--- src/rtl/sio_irq_pkg.sv ---
// Shared types, command codes and the vector encoding of the serial
// interrupt controller. Assumes two channels, index 1 = A, index 0 = B.
package sio_irq_pkg;

    localparam int DW    = 8;
    localparam int PTR_W = 4;
    localparam int NCH   = 2;

    localparam logic [2:0] CMD_HIGH_BANK = 3'b001;
    localparam logic [2:0] CMD_CLR_TX    = 3'b101;
    localparam logic [2:0] CMD_RST_IUS   = 3'b111;

    typedef enum logic [1:0] {VK_NONE, VK_RX, VK_TX} vkind_e;

    // Per-channel interrupt state plus the shared-register request it produces
    typedef struct packed {
        logic       rxint;
        logic       txint;
        logic       rxus;
        logic       txus;
        logic       vreq;
        vkind_e     vk;
        logic [1:0] ps;   // pending set   [1]=rx [0]=tx
        logic [1:0] pc;   // pending clear [1]=rx [0]=tx
    } ist_t;

    function automatic logic [DW-1:0] vec_code(input logic is_a, input vkind_e k,
                                               input logic hi);
        logic [DW-1:0] c;
        case (k)
            VK_RX:   c = is_a ? (hi ? 8'h30 : 8'h0C) : (hi ? 8'h20 : 8'h04);
            VK_TX:   c = is_a ? (hi ? 8'h10 : 8'h08) : 8'h00;
            default: c = hi ? 8'h60 : 8'h06;
        endcase
        return c;
    endfunction

    function automatic ist_t op_set_rx(input ist_t s);
        ist_t r = s;
        r.rxint = 1'b1;
        r.rxus  = 1'b1;
        r.ps[1] = 1'b1;
        r.pc[1] = 1'b0;
        r.vreq  = 1'b1;
        r.vk    = VK_RX;
        return r;
    endfunction

    function automatic ist_t op_set_tx(input ist_t s, input logic tx_en);
        ist_t r = s;
        r.txint = 1'b1;
        if (!r.rxus) begin
            r.txus = 1'b1;
            if (tx_en) begin
                r.ps[0] = 1'b1;
                r.pc[0] = 1'b0;
            end
            r.vreq = 1'b1;
            r.vk   = VK_TX;
        end
        return r;
    endfunction

    function automatic ist_t op_clr_rx(input ist_t s, input logic tx_en);
        ist_t r = s;
        r.rxint = 1'b0;
        r.rxus  = 1'b0;
        r.pc[1] = 1'b1;
        r.ps[1] = 1'b0;
        r.vreq  = 1'b1;
        r.vk    = VK_NONE;
        if (r.txint) r = op_set_tx(r, tx_en);
        return r;
    endfunction

    function automatic ist_t op_clr_tx(input ist_t s);
        ist_t r = s;
        r.txint = 1'b0;
        r.txus  = 1'b0;
        r.pc[0] = 1'b1;
        r.ps[0] = 1'b0;
        r.vreq  = 1'b1;
        r.vk    = VK_NONE;
        if (r.rxint) r = op_set_rx(r);
        return r;
    endfunction

endpackage

--- src/rtl/sio_chan.sv ---
// One serial channel: register pointer, write registers, status, and the
// receive/transmit pending and under-service flags. Emits vector and
// pending-bit requests for the shared arbiter. Assumes at most one host
// access per cycle; within a cycle the access acts first, then a push.
module sio_chan
    import sio_irq_pkg::*;
#(
    parameter bit IS_A = 1'b0
) (
    input  logic             clk,
    input  logic             rst_n,
    input  logic             hit,
    input  logic             acc_wr,
    input  logic             acc_ctrl,
    input  logic [DW-1:0]    wdata,
    input  logic             push,
    input  logic [DW-1:0]    push_data,
    input  logic             brk_in,
    input  logic             crst,
    input  logic [DW-1:0]    vec_q,
    input  logic [5:0]       pend_q,
    output logic [DW-1:0]    rdata,
    output logic [1:0]       rst_req,
    output logic             vreq,
    output logic [DW-1:0]    vcode,
    output logic [1:0]       pset,
    output logic [1:0]       pclr,
    output logic             irq_term
);

    localparam logic [DW-1:0] WR9_RST  = 8'hC0;
    localparam logic [DW-1:0] WR15_RST = 8'hF8;
    localparam logic [DW-1:0] RR1_VAL  = 8'h07;

    logic [PTR_W-1:0] ptr_q, ptr_d;
    logic [DW-1:0]    wr1_q, wr1_d, wr9_q, wr9_d, wr15_q, wr15_d;
    logic             rxen_q, rxen_d;
    logic             avail_q, avail_d, brk_q, brk_d;
    logic [DW-1:0]    rxbuf_q, rxbuf_d;
    ist_t             st_q, st_d;
    logic [DW-1:0]    rr0;
    logic [2:0]       cmd;

    assign cmd = wdata[5:3];
    assign rr0 = {brk_q, 1'b1, 3'b000, 1'b1, 1'b0, avail_q};

    // Next-state of pointer, registers and interrupt flags for this cycle
    always_comb begin
        ist_t s;
        ptr_d   = ptr_q;
        wr1_d   = wr1_q;
        wr9_d   = wr9_q;
        wr15_d  = wr15_q;
        rxen_d  = rxen_q;
        avail_d = avail_q;
        brk_d   = brk_q;
        rxbuf_d = rxbuf_q;
        rst_req = 2'b00;
        s       = st_q;
        s.vreq  = 1'b0;
        s.vk    = VK_NONE;
        s.ps    = 2'b00;
        s.pc    = 2'b00;
        if (hit && acc_ctrl) begin
            if (acc_wr && ptr_q == '0) begin
                ptr_d = {cmd == CMD_HIGH_BANK, wdata[2:0]};
                if (cmd == CMD_CLR_TX) begin
                    s = op_clr_tx(s);
                end else if (cmd == CMD_RST_IUS) begin
                    if (s.rxus) begin
                        s.rxus = 1'b0;
                        if (s.txint) s = op_set_tx(s, wr1_q[1]);
                    end else if (s.txus) begin
                        s.txus = 1'b0;
                    end
                end
            end else begin
                ptr_d = '0;
                if (acc_wr) begin
                    case (ptr_q)
                        4'd1:    wr1_d  = wdata;
                        4'd3:    rxen_d = wdata[0];
                        4'd9:    if (wdata[7:6] == 2'b00) wr9_d = wdata;
                                 else rst_req = wdata[7:6];
                        4'd15:   wr15_d = wdata;
                        default: ;
                    endcase
                end
            end
        end else if (hit && acc_wr) begin
            s = op_set_tx(s, wr1_q[1]);
        end else if (hit) begin
            avail_d = 1'b0;
            s       = op_clr_rx(s, wr1_q[1]);
        end
        if (push && rxen_q && !avail_d) begin
            avail_d = 1'b1;
            rxbuf_d = push_data;
            s       = op_set_rx(s);
        end
        if (brk_in) brk_d = 1'b1;
        st_d = s;
    end

    // Register update; a channel reset from either side wins over all events
    always_ff @(posedge clk) begin
        if (!rst_n || crst) begin
            ptr_q   <= '0;
            wr1_q   <= '0;
            wr9_q   <= WR9_RST;
            wr15_q  <= WR15_RST;
            rxen_q  <= 1'b0;
            avail_q <= 1'b0;
            brk_q   <= 1'b0;
            rxbuf_q <= '0;
            st_q    <= '0;
        end else begin
            ptr_q   <= ptr_d;
            wr1_q   <= wr1_d;
            wr9_q   <= wr9_d;
            wr15_q  <= wr15_d;
            rxen_q  <= rxen_d;
            avail_q <= avail_d;
            brk_q   <= brk_d;
            rxbuf_q <= rxbuf_d;
            st_q    <= st_d;
        end
    end

    // Requests to the shared arbiter, suppressed while this channel resets
    assign vreq  = st_d.vreq & ~crst;
    assign vcode = vec_code(IS_A, st_d.vk, wr9_q[4]);
    assign pset  = crst ? 2'b00 : st_d.ps;
    assign pclr  = crst ? 2'b00 : st_d.pc;

    // This channel's share of the interrupt line
    assign irq_term = (wr1_q[1] & st_q.txint)
                    | (((wr1_q[4:3] == 2'b01) || (wr1_q[4:3] == 2'b10)) & st_q.rxint)
                    | (wr15_q[7] & brk_q);

    // Read data of the register the pointer selects, or the receive byte
    always_comb begin
        if (!acc_ctrl) begin
            rdata = rxbuf_q;
        end else begin
            case (ptr_q)
                4'd0:    rdata = rr0;
                4'd1:    rdata = RR1_VAL;
                4'd2:    rdata = IS_A ? '0 : vec_q;
                4'd3:    rdata = IS_A ? {2'b00, pend_q} : '0;
                default: rdata = '0;
            endcase
        end
    end

    // pointer is back at 0 after any access that does not load it
    a_r1_ptr_return: assert property (@(posedge clk) disable iff (!rst_n)
        (hit && acc_ctrl && (!acc_wr || ptr_q != '0)) |=> (ptr_q == '0));

    // a data read without a concurrent push leaves no byte available
    a_r10_rx_clear: assert property (@(posedge clk) disable iff (!rst_n)
        (hit && !acc_ctrl && !acc_wr && !push) |=> !avail_q);

endmodule

--- src/rtl/sio_vec_arb.sv ---
// Shared vector and pending-bits registers. Merges requests from both
// channels; channel A wins a vector conflict. Assumes index 1 = A.
module sio_vec_arb
    import sio_irq_pkg::*;
(
    input  logic                     clk,
    input  logic                     rst_n,
    input  logic [NCH-1:0]           vreq,
    input  logic [NCH-1:0][DW-1:0]   vcode,
    input  logic [NCH-1:0][1:0]      pset,
    input  logic [NCH-1:0][1:0]      pclr,
    input  logic [NCH-1:0]           crst,
    output logic [DW-1:0]            vec_q,
    output logic [5:0]               pend_q
);

    logic [DW-1:0] vec_d;
    logic [5:0]    pend_d;

    // Per-channel pending-bit field update; bit base+1 = tx, base+2 = rx
    always_comb begin
        pend_d = pend_q;
        for (int c = 0; c < NCH; c++) begin
            if (crst[c]) begin
                pend_d[c*3 +: 3] = 3'b000;
            end else begin
                pend_d[c*3 + 1] = (pend_q[c*3 + 1] & ~pclr[c][0]) | pset[c][0];
                pend_d[c*3 + 2] = (pend_q[c*3 + 2] & ~pclr[c][1]) | pset[c][1];
                pend_d[c*3]     = 1'b0;
            end
        end
    end

    // Vector selection with channel A taking precedence
    always_comb begin
        if (vreq[1])      vec_d = vcode[1];
        else if (vreq[0]) vec_d = vcode[0];
        else if (crst[0]) vec_d = '0;
        else              vec_d = vec_q;
    end

    // Shared register storage
    always_ff @(posedge clk) begin
        if (!rst_n) begin
            vec_q  <= '0;
            pend_q <= '0;
        end else begin
            vec_q  <= vec_d;
            pend_q <= pend_d;
        end
    end

    // channel A's code survives a same-cycle conflict
    a_r13_a_wins: assert property (@(posedge clk) disable iff (!rst_n)
        (vreq == 2'b11) |=> (vec_q == $past(vcode[1])));

    // the vector only ever holds a defined code
    a_r4_vec_legal: assert property (@(posedge clk) disable iff (!rst_n)
        (vec_q == 8'h00 || vec_q == 8'h04 || vec_q == 8'h06 || vec_q == 8'h08 ||
         vec_q == 8'h0C || vec_q == 8'h10 || vec_q == 8'h20 || vec_q == 8'h30 ||
         vec_q == 8'h60));

endmodule

--- src/rtl/sio_irq_ctl.sv ---
// Top of the dual-channel serial interrupt controller: routes host
// accesses, receive pushes and break strobes to two channels, collects
// channel resets and drives the shared interrupt line and read data.
module sio_irq_ctl
    import sio_irq_pkg::*;
(
    input  logic          clk,
    input  logic          rst_n,
    input  logic          acc_en,
    input  logic          acc_wr,
    input  logic          acc_sel_a,
    input  logic          acc_ctrl,
    input  logic [7:0]    acc_wdata,
    output logic [7:0]    acc_rdata,
    input  logic [1:0]    rx_push,
    input  logic [7:0]    rx_data_a,
    input  logic [7:0]    rx_data_b,
    input  logic [1:0]    brk_set,
    output logic          irq
);

    logic [NCH-1:0]           hit, vreq, irq_term, crst;
    logic [NCH-1:0][DW-1:0]   vcode, rd;
    logic [NCH-1:0][1:0]      pset, pclr, rreq;
    logic [DW-1:0]            vec_q;
    logic [5:0]               pend_q;

    // Channel resets requested by a register-9 write on either channel
    assign crst = rreq[0] | rreq[1];

    generate
        for (genvar c = 0; c < NCH; c++) begin : g_ch
            assign hit[c] = acc_en & (acc_sel_a == (c == 1));
            sio_chan #(.IS_A(c == 1)) i_chan (
                .clk       (clk),
                .rst_n     (rst_n),
                .hit       (hit[c]),
                .acc_wr    (acc_wr),
                .acc_ctrl  (acc_ctrl),
                .wdata     (acc_wdata),
                .push      (rx_push[c]),
                .push_data ((c == 1) ? rx_data_a : rx_data_b),
                .brk_in    (brk_set[c]),
                .crst      (crst[c]),
                .vec_q     (vec_q),
                .pend_q    (pend_q),
                .rdata     (rd[c]),
                .rst_req   (rreq[c]),
                .vreq      (vreq[c]),
                .vcode     (vcode[c]),
                .pset      (pset[c]),
                .pclr      (pclr[c]),
                .irq_term  (irq_term[c])
            );
        end
    endgenerate

    sio_vec_arb i_arb (
        .clk    (clk),
        .rst_n  (rst_n),
        .vreq   (vreq),
        .vcode  (vcode),
        .pset   (pset),
        .pclr   (pclr),
        .crst   (crst),
        .vec_q  (vec_q),
        .pend_q (pend_q)
    );

    assign acc_rdata = acc_sel_a ? rd[1] : rd[0];
    assign irq       = |irq_term;

    // the line is quiet in the first cycle after reset
    a_r2_irq_after_reset: assert property (@(posedge clk) disable iff (!rst_n)
        !$past(rst_n) |-> !irq);

    // external pending positions never set
    a_r6_ext_bits_zero: assert property (@(posedge clk) disable iff (!rst_n)
        (pend_q[0] == 1'b0) && (pend_q[3] == 1'b0));

endmodule

--- config.mk ---
export PLATFORM = sky130hd
export DESIGN_NAME = sio_irq_ctl
export DESIGN_NICKNAME = d
export VERILOG_FILES = /design/src/rtl/sio_irq_pkg.sv /design/src/rtl/sio_chan.sv /design/src/rtl/sio_vec_arb.sv /design/src/rtl/sio_irq_ctl.sv
export SDC_FILE = /design/constraint.sdc
export NUM_CORES = 1
export LEC_CHECK = 0
export ABC_AREA = 1
export BUFFER_PORTS_ARGS = -buffer_cell sky130_fd_sc_hd__buf_2
export CORE_ASPECT_RATIO = 2
export CORE_MARGIN = 1
export CORE_UTILIZATION = 30
export CTS_BUF_LIST = sky130_fd_sc_hd__clkbuf_16
export CTS_CLUSTER_SIZE = 10
export DETAILED_ROUTE_END_ITERATION = 10
export MAX_ROUTING_LAYER = met4
export SYNTH_ARGS = -nofsm -noshare
export SYNTH_HDL_FRONTEND = slang
export SYNTH_SLANG_ARGS = --single-unit
--- constraint.sdc ---
create_clock -name clk -period 1.95 [get_ports clk]
set_input_delay 0.195 -clock clk [delete_from_list [all_inputs] [get_ports clk]]
set_output_delay 0.195 -clock clk [all_outputs]
set_load 0.05 [all_outputs]
# After elaboration in Yosys (flattened, before gate mapping)
# Index checks and enable logic that the tools add are counted.
# Widths: inputs -> output; s select.
# word_totals
register_bits,88
input_bits,34
output_inout_bits,9
# classes
eq_ne,34
mux,72
bitwise_logic,33
n_reduce_logical,38
# ops
cell,count
$mux 11,16
$mux 8,6
$pmux 8 s3,2
$mux 10,4
$pmux 8 s2,2
$mux 2,15
$mux 7,4
$reduce_and 4->1,6
$reduce_and 5->1,4
$eq 4x4->1 const B,4
$mux 1,16
$mux 4,4
$ne 4x3->1 const B,4
$and 1x1->1,14
$eq 4x2->1 const B,3
$mux 6,2
$ne 3x2->1 const B,4
$ne 3x3->1 const B,4
$reduce_and 6->1,2
$logic_and 1x1->1,10
$not 1->1,10
$reduce_bool 3->1,3
$eq 2x1->1 const B,4
$eq 2x2->1 const B,4
other kinds (12),30

# Depth between registers and ports, before layout
# Gate-level depths: netlist of run 1.
# depth
depth_word,12
depth_mapped,16
depth_no_buf,15

# Hierarchy
# Synthesis of run 1 repeated with hierarchy kept, for this count alone.
# hier_totals
hier_cells,565
area_unflattened_um2,3597.2
# by_module_without_submodules
mod,instances,cells_each,area_each_um2,seq_area_each_um2
sio_chan at g_ch[0].i_chan,1,221,1466.4,460.4
sio_chan at g_ch[1].i_chan,1,220,1371.3,460.4
sio_vec_arb,1,91,624.3,240.2
sio_irq_ctl,1,33,135.1,0.0

# Worst setup path before layout of run 1
# Ideal clock, no wire load.
# synth_path
path_kind,register to output
startpoint,register g_ch[1].i_chan.ptr_q[0]
endpoint,output port acc_rdata[1]
t_arrival_ps,2130
required_ps,1755
slack_ps,-375
path_stages_with_launch,7
path_buffers,0
cell_sequence,dfxtp_1 inv_1 nor4_2 a21oi_1 nand2_1 o21ai_0 o21ai_0
# synth_between
elab_chain_len,4
word_cells_on_any_way,6
# synth_lines
element,line,text
start: declaration,sio_chan.sv:35,"logic [PTR_W-1:0] ptr_q, ptr_d;"
start signal: assignment,sio_chan.sv:118,ptr_q <= ptr_d;
"$eq 4x2->1, or another cell as far along",sio_chan.sv:146,case (ptr_q)
$pmux 8 s3 (*),sio_chan.sv:146,
$mux 8 (*),sio_chan.sv:143,if (!acc_ctrl) begin
$mux 8 (*),sio_irq_ctl.sv:70,assign acc_rdata = acc_sel_a ? rd[1] : rd[0];
end: declaration,sio_irq_ctl.sv:14,"output logic [7:0] acc_rdata,"
# Mark *: on every way between the ends. The rest lies on a longest branch, timed or not.

# Worst setup path in the final report of run 1
# layout_path
startpoint,register g_ch[1].i_chan.ptr_q[3]
endpoint,output port acc_rdata[5]
# The elaborated chain is that of the path after synthesis.

==> flow_metrics.tcl, run 1 <==
set metrics [dict create \
    post_drt_via_cell_ratio 5.10 \
    drt_iter0_markers 196 \
    synth_async_sr_flop_share 0 \
    maxCapViolations 0 \
    slowest_delay_ns 0.33 \
    cp_slowest_cell "dfxtp_2" \
    row_count 52 \
    critPathArrivalTime_ns 1.81 \
    cp_top_family "buffers and inverters" \
    crit_path_start_kind "flip-flop" \
    num_vias 3550 \
    power.density_nw_per_um2 610 \
    tightestPinTransition_ns 0.298 \
    clk_pin_slew_ns 0.07 \
    route.detailed.drc 0 \
    synthCells 467 \
    ir_worst_vdd_mv 0.431 \
    antenna_found_initial 0 \
    clock_latency_ns 0.30 \
    worst_r2r_path_depth 11 \
    ant_nets 0 \
    initial_utilization 0.312 \
    antennaDiodeCount 0 \
    yosysUniqueCellTypes 41 \
    die_w_um 74.9 \
    path_cells "buf_6, nor4_4, buf_4, buf_6, nand3_2, a32oi_2, buf_6" \
    drive_above_1_share 0.321 \
    synthesis.nets 504 \
    grt_pass1_vias 3638 \
    core_um2 10200 \
    fin_crit_sh 1.03 \
    hold_class "input pin to flip-flop" \
    die_area_um2 11100 \
    fin_ws_ns -0.0536 \
    post-route-min-period_ns 2.00 \
    max_clock_freq_mhz 499 \
    cp.depth 7 \
    r2r_slack_ns 0 \
    hpwl_um 9320 \
    crit_top_cell "buf_6" \
    slew_headroom 0.799 \
    cp-end-kind "output port" \
    h-tree-depth 2 \
    finalHoldViolCount 0 \
    leakagePower_nw 1.76 \
    io_buffers 42 \
    globalRoute.totalOverflow 0 \
    rsz0062_at_grt "yes" \
    ys_ff_latch 56 \
    track_usage 0.230 \
    cp.required_ns 1.75 \
    root_buffer "clkbuf_16" \
    yosysSeqAreaShare 0.352 \
    layout_commonest_cell "nand2_1" \
    yosysWarnings 0 \
    status "finished, violations left" \
    total_power_mw 2.62 \
    layout.cells.non_filler 696 \
    failed_checks "negative setup slack" \
    synth_ff_type "dfxtp_1" \
    place_inst 683 \
    ios 43 \
    cts_buffer_depth 2 \
    gp_congestion 0.909 \
    dr.pass1.iters 4 \
    nets 597 \
    syn_to_final_growth_pct 34.8 \
    grt_max_degree 25 \
    min_path_cells 3 \
    pre_cts_ws_ns -0.105 \
    netlist_area_um2 3190 \
    synth_edf_count 0 \
    numCtsBuffers 5 \
    wirelength_um 11700 \
    timing.critical_path.buf_inv 4 \
    drv_slew 0 \
    cts_tree "done" \
    postPlaceCellArea_um2 3920 \
    routedWlPerCell_um 16.7 \
    skew_ns 0.00935 \
    clock-sinks 56 \
    path_max_fanout 3 \
    stdcell_area_um2 4290 \
    path_class "flip-flop to output port" \
    fp.dieH_um 148 \
    grt_pass1_wl_um 18100 \
    final_cell_mix "106 x nand2_1, 61 x a21oi_1, 57 x buf_4, 53 x dfxtp_1, 40 x nor2_1" \
    avgSynthCellArea_um2 6.82 \
    setup_viol 5 \
]
[registers in the layout, indices dropped and copies added, names as in the netlist, 4 cells and up]
signal and flops:
g_ch.i_chan.ptr_q 8, g_ch.i_chan.rxbuf_q 16, g_ch.i_chan.st_q 6, g_ch.i_chan.wr1_q 6, i_arb.pend_q 4, i_arb.vec_q 6
[per-stage QoR]
stage,hold WS [ns],setup TNS [ns],utilization
floorplan,0.293,-0.00180,-
global placement,0.416,-0.166,0.384
detailed placement,0.425,-0.437,0.384
CTS,0.117,-0.120,0.410
global route,0.135,-0.731,0.420
finish,0.117,-0.143,0.420
[cells in the mapped netlist, drive strengths merged (2+ instances only)]
cell,instances,area [um2]
nand3,32,183
o211ai,5,37.5
a22oi,8,60.1
nand4,22,138
a21oi,64,320
nor2,55,256
nand2,118,480
ha,3,37.5
inv,47,176
clkbuf,2,7.51
o21ai,23,126
dfxtp,56,1120
a32oi,2,17.5
nor3,2,15.0
buf,15,100
[where the power goes]
| part | leakage (nW) | total (mW) | internal [mW] | switching [mW] |
|---|---|---|---|---|
| Combinational | 1.23 | 0.412 | 0.157 | 0.254 |
| Sequential | 0.454 | 1.17 | 1.16 | 0.0140 |
| Clock | 0.0798 | 1.04 | 0.605 | 0.434 |
| Total | 1.76 | 2.62 | 1.92 | 0.702 |
[final timing paths]
check                                                         endpoint                                    from
worst max register to register             i_arb.vec_q[5]$_SDFFE_PN0P_    g_ch[1].i_chan.ptr_q[0]$_SDFFE_PP0P_
worst min register to register  g_ch[0].i_chan.rxbuf_q[0]$_SDFFE_PP0P_  g_ch[0].i_chan.rxbuf_q[0]$_SDFFE_PP0P_
worst min-delay path                 g_ch[0].i_chan.brk_q$_SDFFE_PP0P_                              brk_set[0]
worst max-delay path                                      acc_rdata[5]    g_ch[1].i_chan.ptr_q[3]$_SDFFE_PP0P_
[metal layers]
layer / global-route usage / routed length (um)
met1: 0.213 / 3900
met5: - / 0
met4: 0.195 / 1050
met3: 0.0218 / 341
met2: 0.404 / 6370
[logic make-up after synthesis]
kind of cell | after synthesis | share of synthesized area
adders and majority gates | 3 | 0.0118
buffers and inverters | 64 | 0.0892
DFF | 56 | 0.352
and+or+nand+nor | 232 | 0.345
AOI/OAI and AO/OA | 112 | 0.202
[cell type report]
cell class | count | area (um2)
Fill cell | 1076 | 5920
Multi-Input combinational cell | 347 | 1910
Sequential cell | 56 | 1120
Timing Repair Buffer | 103 | 744
Inverter | 47 | 176
Tap cell | 135 | 169
Clock buffer | 5 | 125
Clock inverter | 3 | 42.5
[worst reg2reg max path, cell delays in order, from the launching register on]
cell and delay, ns:
dfxtp_1 0.34, nor2_1 0.16, nand2_2 0.08, inv_2 0.08
nand3_2 0.10, inv_2 0.09, nand2_2 0.08, o21ai_4 0.23
ha_4 0.24, or2_2 0.30, nand4_1 0.10, a21oi_1 0.07
[what timing repair did]
item                                    CTS  global route
gates resized for setup                  27            25
endpoints found under the setup margin   13            14
pin swaps                                 7             7
endpoints found under the hold margin     0             0
hold buffers                              0             0
setup buffers                             2             3
Power figures use the tool's default switching activity.
==> run 2, diff against run 1 <==
- SETUP_SLACK_MARGIN: default -> 0.1
==> run 2 against run 1 <==
Against the previous run:
- global-route usage shrank 1.0 points
- sequential power is essentially flat
- largest power group unchanged
- register-to-register slack gained 0.09 ns
- the run still ends with negative setup slack left
- first-iteration DRC count grew 19%
- via count grew 0.11%
- worst setup slack gained 0.034 ns
- routed wire length shrank 1.7%
- die area is the same
- fmax grew 1.7%
- clock-buffer cell count is the same
==> flow_metrics.tcl, run 2 (synthesis results as in run 1) <==
set metrics [dict create \
    initial_utilization 0.312 \
    cts_buffer_depth 2 \
    gp_congestion 0.930 \
    failed_checks "negative setup slack" \
    power.density_nw_per_um2 569 \
    globalRoute.totalOverflow 0 \
    cp-end-kind "output port" \
    grt_pass1_wl_um 17300 \
    syn_to_final_growth_pct 38.1 \
    fin_ws_ns -0.0199 \
    routedWlPerCell_um 16.4 \
    post_drt_via_cell_ratio 5.10 \
    ios 43 \
    h-tree-depth 2 \
    rsz0062_at_grt "yes" \
    antenna_found_initial 0 \
    io_buffers 42 \
    path_max_fanout 3 \
    wirelength_um 11500 \
    tightestPinTransition_ns 0.346 \
    layout.cells.non_filler 697 \
    leakagePower_nw 1.80 \
    grt_pass1_vias 3465 \
    fp.dieH_um 148 \
    dr.pass1.iters 5 \
    clock_latency_ns 0.30 \
    cp.required_ns 1.75 \
    top_register "g_ch.i_chan.rxbuf_q" \
    worst_r2r_path_depth 11 \
    route.detailed.drc 0 \
    grt_max_degree 23 \
    cts_tree "done" \
    min_path_cells 3 \
    die_area_um2 11100 \
    critPathArrivalTime_ns 1.77 \
    clk_pin_slew_ns 0.07 \
    hold_class "input pin to flip-flop" \
    finalHoldViolCount 0 \
    setup_tns_ns -0.0340 \
    final_util 0.431 \
    setup_viol 2 \
    top_regs "g_ch.i_chan.rxbuf_q x16, g_ch.i_chan.ptr_q x8" \
    root_buffer "clkbuf_16" \
    skew_ns 0.00537 \
    core_um2 10200 \
    ant_nets 0 \
    num_vias 3554 \
    layout_commonest_cell "nand2_1" \
    slew_headroom 0.768 \
    total_power_mw 2.50 \
    antennaDiodeCount 0 \
    path_class "flip-flop to output port" \
    status "finished, violations left" \
    maxCapViolations 0 \
    clock-sinks 56 \
    post-route-min-period_ns 1.97 \
    hold_slack_ns 0.114 \
    place_inst 676 \
    die_w_um 74.9 \
    ir_worst_vdd_mv 0.384 \
    final_cell_mix "101 x nand2_1, 58 x a21oi_1, 55 x buf_4, 51 x dfxtp_1, 41 x nor2_1" \
    drive_above_1_share 0.345 \
    row_count 52 \
    hpwl_um 9080 \
    largest_reg_flops 16 \
    drv_slew 0 \
    track_usage 0.220 \
    fin_crit_sh 1.01 \
    drt_iter0_markers 233 \
    nets 598 \
    max_clock_freq_mhz 508 \
    numCtsBuffers 5 \
    crit_path_start_kind "flip-flop" \
    postCtsHoldBufs 0 \
]
run 2: cell count changes in the layout (fill, tap and decap cells not counted), sizes merged:
| cell | before | now |
|---|---|---|
| clkinvlp | 1 | 0 |
| clkinv | 1 | 3 |
| bufinv | 1 | 0 |
| buf | 103 | 104 |
run 2: where the power goes:
group          internal [mW]  switching, mW  total (mW)
Combinational          0.164          0.261       0.425
Clock                  0.475          0.435       0.911
Sequential              1.15         0.0151        1.17
Total                   1.79          0.712        2.50
run 2: final timing paths:
kind	startpoint	endpoint	slack [ns]
hold reg to reg	g_ch[0].i_chan.rxen_q$_SDFFE_PP0P_	g_ch[0].i_chan.rxen_q$_SDFFE_PP0P_	0.46
hold / removal	brk_set[0]	g_ch[0].i_chan.brk_q$_SDFFE_PP0P_	0.11
setup reg to reg	g_ch[1].i_chan.ptr_q[0]$_SDFFE_PP0P_	i_arb.vec_q[2]$_SDFFE_PN0P_	0.09
setup / recovery	g_ch[0].i_chan.ptr_q[2]$_SDFFE_PP0P_	acc_rdata[4]	-0.02
run 2: metrics by stage:
| stage | area, um2 | setup WS [ns] |
|---|---|---|
| global route | 4400 | -0.112 |
| floorplan | 3230 | -0.00178 |
| detailed placement | 3890 | -0.0664 |
| CTS | 4230 | 0.0150 |
| finish | 4400 | -0.0199 |
| global placement | 3890 | -0.0378 |
run 2: area by class of cell:
class                           instances  area [um2]
Timing Repair Buffer                  104         769
Fill cell                            1046        5820
Tap cell                              135         169
Multi-Input combinational cell        347        2000
Clock buffer                            5         125
Clock inverter                          3        18.8
Sequential cell                        56        1130
Inverter                               47         181
run 2: worst max-delay path, cell delays in order, from the launching register on:
cell     delay, ns
dfxtp_2       0.34
nor2_4        0.12
buf_6         0.12
inv_6         0.04
nor2_2        0.09
nand2_1       0.06
inv_2         0.11
buf_6         0.14
nand3_2       0.07
a32oi_2       0.20
buf_6         0.19
run 2: routing by layer:
metal / share of wire / GRT usage / wire (um) / vias up
met4: 0.049 / 0.135 / 563 / 0
li1: - / - / - / 1768
met5: 0 / - / 0 / -
met3: 0.030 / 0.0266 / 345 / 25
met2: 0.56 / 0.400 / 6460 / 89
met1: 0.36 / 0.209 / 4080 / 1672
run 2: repair_timing:
action / 4_1_cts / 5_1_grt
setup buffers: 5 / 8
resized for setup: 51 / 29
endpoints found under the setup margin: 14 / 14
pin swaps: 9 / 15
hold endpoints to repair: 0 / 0
